### src/rtl/frame_seq_pkg.sv
// Package: shared rate encoding and frame length helper for the frame sequencer.
// Assumes the base frame length is a power of two, so that each higher rate halves it.
package frame_seq_pkg;

    typedef enum logic [1:0] {
        RATE_X1   = 2'd0,
        RATE_X2   = 2'd1,
        RATE_X4   = 2'd2,
        RATE_RSVD = 2'd3
    } rate_t;

    // Instructions per frame for a decoded rate, given the base length.
    function automatic int unsigned frame_len(int unsigned base, rate_t r);
        return base >> int'(r);
    endfunction

endpackage

### src/rtl/rate_decode.sv
// Module: rate_decode
// Maps the two-bit rate select onto a legal rate. Assumes the reserved code
// should behave as the base rate. RSVD_AS_BASE=0 instead maps it to the
// fastest rate (a variant that other integrations may pick).
module rate_decode
    import frame_seq_pkg::*;
#(
    parameter bit RSVD_AS_BASE = 1'b1
) (
    input  logic [1:0] code_in,
    output rate_t      rate_out
);

    generate
        if (RSVD_AS_BASE) begin : g_rsvd_base
            // Purpose: legal codes pass through, the reserved code becomes base.
            always_comb begin
                case (code_in)
                    2'b01:   rate_out = RATE_X2;
                    2'b10:   rate_out = RATE_X4;
                    default: rate_out = RATE_X1;
                endcase
            end
        end else begin : g_rsvd_fast
            // Purpose: legal codes pass through, the reserved code becomes quad.
            always_comb begin
                case (code_in)
                    2'b00:   rate_out = RATE_X1;
                    2'b01:   rate_out = RATE_X2;
                    default: rate_out = RATE_X4;
                endcase
            end
        end
    endgenerate

endmodule

### src/rtl/rate_holder.sv
// Module: rate_holder
// Holds the rate in force for the current frame. It reloads from the decoded
// select only at a frame wrap, or continuously while the core is cleared or in
// reset. Assumes load is a one-cycle strobe from the counter.
module rate_holder
    import frame_seq_pkg::*;
(
    input  logic  clk,
    input  logic  rst_n,
    input  logic  core_run,
    input  logic  load,
    input  rate_t rate_in,
    output rate_t rate_out
);

    rate_t rate_q;

    // Purpose: track the select while idle, otherwise update only on a wrap.
    always_ff @(posedge clk) begin
        if (!rst_n || !core_run) begin
            rate_q <= rate_in;
        end else if (load) begin
            rate_q <= rate_in;
        end
    end

    assign rate_out = rate_q;

endmodule

### src/rtl/pc_counter.sv
// Module: pc_counter
// Instruction counter that steps once per clock and wraps after the last
// instruction of the frame length set by the active rate. Assumes BASE_LEN is
// a power of two, and that the rate input is stable within a frame.
module pc_counter
    import frame_seq_pkg::*;
#(
    parameter int BASE_LEN = 512,
    localparam int PC_W = $clog2(BASE_LEN)
) (
    input  logic            clk,
    input  logic            rst_n,
    input  logic            core_run,
    input  rate_t           rate,
    output logic [PC_W-1:0] pc,
    output logic            wrap
);

    logic [PC_W-1:0] last_pc;
    logic [PC_W-1:0] pc_q;

    // Purpose: last count of the current frame for the active rate.
    always_comb begin
        last_pc = PC_W'(frame_len(BASE_LEN, rate) - 1);
    end

    assign wrap = core_run && (pc_q == last_pc);

    // Purpose: hold at zero while cleared, else count and wrap at the frame end.
    always_ff @(posedge clk) begin
        if (!rst_n || !core_run) begin
            pc_q <= '0;
        end else if (wrap) begin
            pc_q <= '0;
        end else begin
            pc_q <= pc_q + 1'b1;
        end
    end

    assign pc = pc_q;

endmodule

### src/rtl/frame_sequencer.sv
// Module: frame_sequencer (top)
// Generates the per-sample instruction counter, a start-of-frame pulse and the
// active converter rate for a DSP core. Assumes core_run is the active-low
// clear control: it is 0 out of reset and must be 1 for the core to run.
module frame_sequencer
    import frame_seq_pkg::*;
#(
    parameter int BASE_LEN = 512,
    localparam int PC_W = $clog2(BASE_LEN)
) (
    input  logic            clk,
    input  logic            rst_n,
    input  logic [1:0]      rate_sel,
    input  logic            core_run,
    output logic [PC_W-1:0] pc,
    output logic            frame_start,
    output logic [1:0]      conv_rate
);

    rate_t sel_rate;
    rate_t act_rate;
    logic  wrap;

    rate_decode #(.RSVD_AS_BASE(1'b1)) u_dec (
        .code_in (rate_sel),
        .rate_out(sel_rate)
    );

    rate_holder u_hold (
        .clk     (clk),
        .rst_n   (rst_n),
        .core_run(core_run),
        .load    (wrap),
        .rate_in (sel_rate),
        .rate_out(act_rate)
    );

    pc_counter #(.BASE_LEN(BASE_LEN)) u_pc (
        .clk     (clk),
        .rst_n   (rst_n),
        .core_run(core_run),
        .rate    (act_rate),
        .pc      (pc),
        .wrap    (wrap)
    );

    // Purpose: mark instruction zero of each running frame.
    always_comb begin
        frame_start = rst_n && core_run && (pc == '0);
    end

    assign conv_rate = act_rate;

endmodule

### config.mk
export PLATFORM = sky130hd
export DESIGN_NAME = frame_sequencer
export DESIGN_NICKNAME = d
export VERILOG_FILES = /design/src/rtl/frame_seq_pkg.sv /design/src/rtl/rate_decode.sv /design/src/rtl/rate_holder.sv /design/src/rtl/pc_counter.sv /design/src/rtl/frame_sequencer.sv
export SDC_FILE = /design/constraint.sdc
export NUM_CORES = 1
export LEC_CHECK = 0
export ABC_CLOCK_PERIOD_IN_PS = 3200
export BUFFER_PORTS_ARGS = -buffer_cell sky130_fd_sc_hd__clkbuf_2
export CAP_MARGIN = 20
export CORE_AREA = 2 2 39 41
export DETAILED_ROUTE_END_ITERATION = 6
export DIE_AREA = 0 0 41 43
export PLACE_DENSITY = 0.71
export SETUP_SLACK_MARGIN = 0.15
export SYNTH_ARGS = -nofsm -noshare
export SYNTH_HDL_FRONTEND = slang
export SYNTH_SLANG_ARGS = --single-unit
### constraint.sdc
create_clock -name clk -period 3.2 [get_ports clk]
set_input_delay 0.64 -clock clk [delete_from_list [all_inputs] [get_ports clk]]
set_output_delay 0.64 -clock clk [all_outputs]
set_load 0.005 [all_outputs]
==> impl_metrics.env <==
export IMPL_cts_sinks=11
export IMPL_cts_setup_buffers=0
export IMPL_hpwl_um=726
export IMPL_syn_nets=64
export IMPL_grt_max_degree=12
export IMPL_max_freq_mhz=485
export IMPL_cp_max_fo=11
export IMPL_syn_area_um2=536
export IMPL_worstPathArrival_ps=1420
export IMPL_final_area_um2=657
export IMPL_power_mw=0.262
export IMPL_start_util=0.387
export IMPL_dieArea_um2=1760
export IMPL_post_cts_resized=0
export IMPL_fill_cells=129
export IMPL_rows=14
export IMPL_dr_first_iter_drc_count=6
export IMPL_seq_area_um2=240
export IMPL_period_needed_ps=2060
export IMPL_slew_viol_final=0
export IMPL_synthFlopType="dfxtp_1"
export IMPL_hold_start="u_pc.pc[0]"
export IMPL_rsz0062_at_grt="false"
export IMPL_die_w_um=41
export IMPL_antenna_cells=0
export IMPL_synth_top_area_cell="dfxtp_1"
export IMPL_slowest_delay_ps=210
export IMPL_post_dp_cell_area_um2=631
export IMPL_synthTopCellsByCount="dfxtp_1 (9), nor3_1 (9), xnor2_1 (6), nand2_1 (5), inv_1 (4)"
export IMPL_power_density_nw_per_um2=400
export IMPL_numCtsBuffers=3
export IMPL_pin_count=17
export IMPL_multi_input_area_um2=275
export IMPL_r2r_cells=5
export IMPL_synth_top_cell_area_share=0.336
export IMPL_timing_rr_start="u_pc.pc[0]"
export IMPL_critPathMostFrequentCell="clkbuf_2"
export IMPL_synth_cell_types=19
export IMPL_hold_depth=1
export IMPL_timing_final_crit_share=0.644
export IMPL_syn_avg_cell_area_um2=9.39
export IMPL_min_path_type="reg2reg"
export IMPL_worstPathRequired_ps=2560
export IMPL_synth_edf_count=2
export IMPL_holdBufCountCts=0
export IMPL_via_per_inst=4.90
export IMPL_vias=451
export IMPL_routabilityCongestion=0.653
export IMPL_slowest_stage="nand2_1"
export IMPL_finalHoldViolCount=0
export IMPL_p_leak_nw=0.270
export IMPL_syn_instance_count=57
export IMPL_maxCapViolCount=0
export IMPL_drc_errors=0
export IMPL_worst_setup_path_type="in2out"
export IMPL_root_buffer="clkbuf_4"
export IMPL_cp_cell_sequence="clkbuf_2, nand2_1, nor3_1, and4b_1, clkbuf_2"
export IMPL_wl_mm=1.00
export IMPL_min_to="u_pc.pc[0]"
export IMPL_dpl_cell_count=88
export IMPL_grt_pass1_vias=407
export IMPL_cts_htree_levels=1
export IMPL_areaGrowthSynthToFinish_pct=22.7
export IMPL_fin_setup_tns_ps=0
export IMPL_dr_pass1_iters=4
export IMPL_clk_latency_ps=270
export IMPL_path_clk_slew_ps=80
export IMPL_clock_skew_ps=8.58
export IMPL_placeableCoreArea_um2=1380
export IMPL_ir_drop_mv=0.143
export IMPL_routedWlPerCell_um=10.9
export IMPL_antenna_found_initial=0
export IMPL_yosysWarningCount=0
export IMPL_outcome="finished, final reports clean"
export IMPL_drive_above_1_share=0.276
export IMPL_ant_nets=0
export IMPL_worst_pin_slew_ps=346
export IMPL_rr_endpoint="u_hold.rate_out[1]"
export IMPL_track_usage=0.142
export IMPL_grt_overflow_total=0
export IMPL_slew_headroom=0.769
export IMPL_setup_viol=0
export IMPL_port_buffers=16
export IMPL_grt_pass1_wl_mm=1.64
export IMPL_cts_tree="done"
export IMPL_start_kind="primary input"
export IMPL_synth_seq_cells=11
export IMPL_finalNonFillerCells=92
export IMPL_clockBufferDepth=2
export IMPL_seq_area_frac_synth=0.449
export IMPL_end_kind="output pin"
export IMPL_regToRegSetupSlack_ps=1420
export IMPL_die_height_um=43
export IMPL_synthArstFlopShare=0
export IMPL_synth_area_leaders="dfxtp_1 (34%), edfxtp_1 (11%), xnor2_1 (9.8%)"
export IMPL_nets=84
worst max-delay path, delay by kind of cell:
| kind | cells | cell delay [ps] |
|---|---|---|
| and+or+nand+nor | 3 | 600 |
| buffers and inverters | 2 | 190 |
cell type report:
cell class,count,share of cell area
Tap cell,16,0.0305
Timing Repair Buffer,16,0.122
Multi-Input combinational cell,41,0.419
Inverter,4,0.0229
Sequential cell,11,0.366
Clock buffer,4,0.0400
metrics by stage:
| step | hold slack [ps] | utilization | setup slack [ps] |
|---|---|---|---|
| after floorplan | 497 | - | 1570 |
| after global placement | 506 | 0.456 | 1150 |
| after detailed placement | 511 | 0.456 | 1130 |
| after CTS | 522 | 0.475 | 1120 |
| after global routing | 553 | 0.475 | 1090 |
| final | 519 | 0.475 | 1140 |
state kept, by name, indices dropped and copies added, names as in the netlist:
register,count
u_pc.pc,9
u_hold.rate_out,2
layer usage:
| metal | up-vias | GRT usage | part of all wire |
|---|---|---|---|
| met2 | 14 | 0.216 | 0.51 |
| met4 | 0 | 0.100 | 0.012 |
| li1 | 230 | - | - |
| met3 | 2 | 0.0471 | 0.043 |
| met1 | 205 | 0.155 | 0.44 |
| met5 | - | 0 | 0 |
layout by cell type (no fill, tap or decap), drive strengths merged:
| cell type | n |
|---|---|
| clkbuf | 20 |
| nor3 | 10 |
| dfxtp | 9 |
| xnor2 | 6 |
| nand2 | 5 |
| inv | 4 |
| xor2 | 3 |
| nand3 | 3 |
| nor2 | 3 |
| nor2b | 2 |
| nor3b | 2 |
| ha | 2 |
| edfxtp | 2 |
| or2 | 2 |
| nor4 | 1 |
| and4b | 1 |
| a31oi | 1 |
how the worst max path moves through the flow:
stage | startpoint | endpoint | slack [ps] | cells past startpoint
floorplan | rst_n | frame_start | 1570 | 3
finish | rst_n | frame_start | 1140 | 5
detailed placement | rst_n | frame_start | 1130 | 5
global placement | rst_n | frame_start | 1150 | 5
CTS | rst_n | frame_start | 1120 | 5
global route | rst_n | frame_start | 1090 | 5
where the power goes:
part | total (mW) | internal (mW) | switching (mW) | leakage (nW)
clock | 0.0952 | 0.0481 | 0.0470 | 0.0150
combinational | 0.0191 | 0.00971 | 0.00937 | 0.161
sequential | 0.148 | 0.145 | 0.00348 | 0.0940
total | 0.262 | 0.203 | 0.0599 | 0.270
logic make-up (layout without fill, tap and decap cells):
group           count (synthesis)  in the layout  synth area share
flops                          11             11             0.449
fa+ha+maj                       2              2            0.0467
simple gates                   29             29             0.308
xor+xnor                        9              9             0.147
compound gates                  1              1            0.0117
buf+inv                         5             24            0.0374
Note: power is estimated with default switching activity, not from simulation.
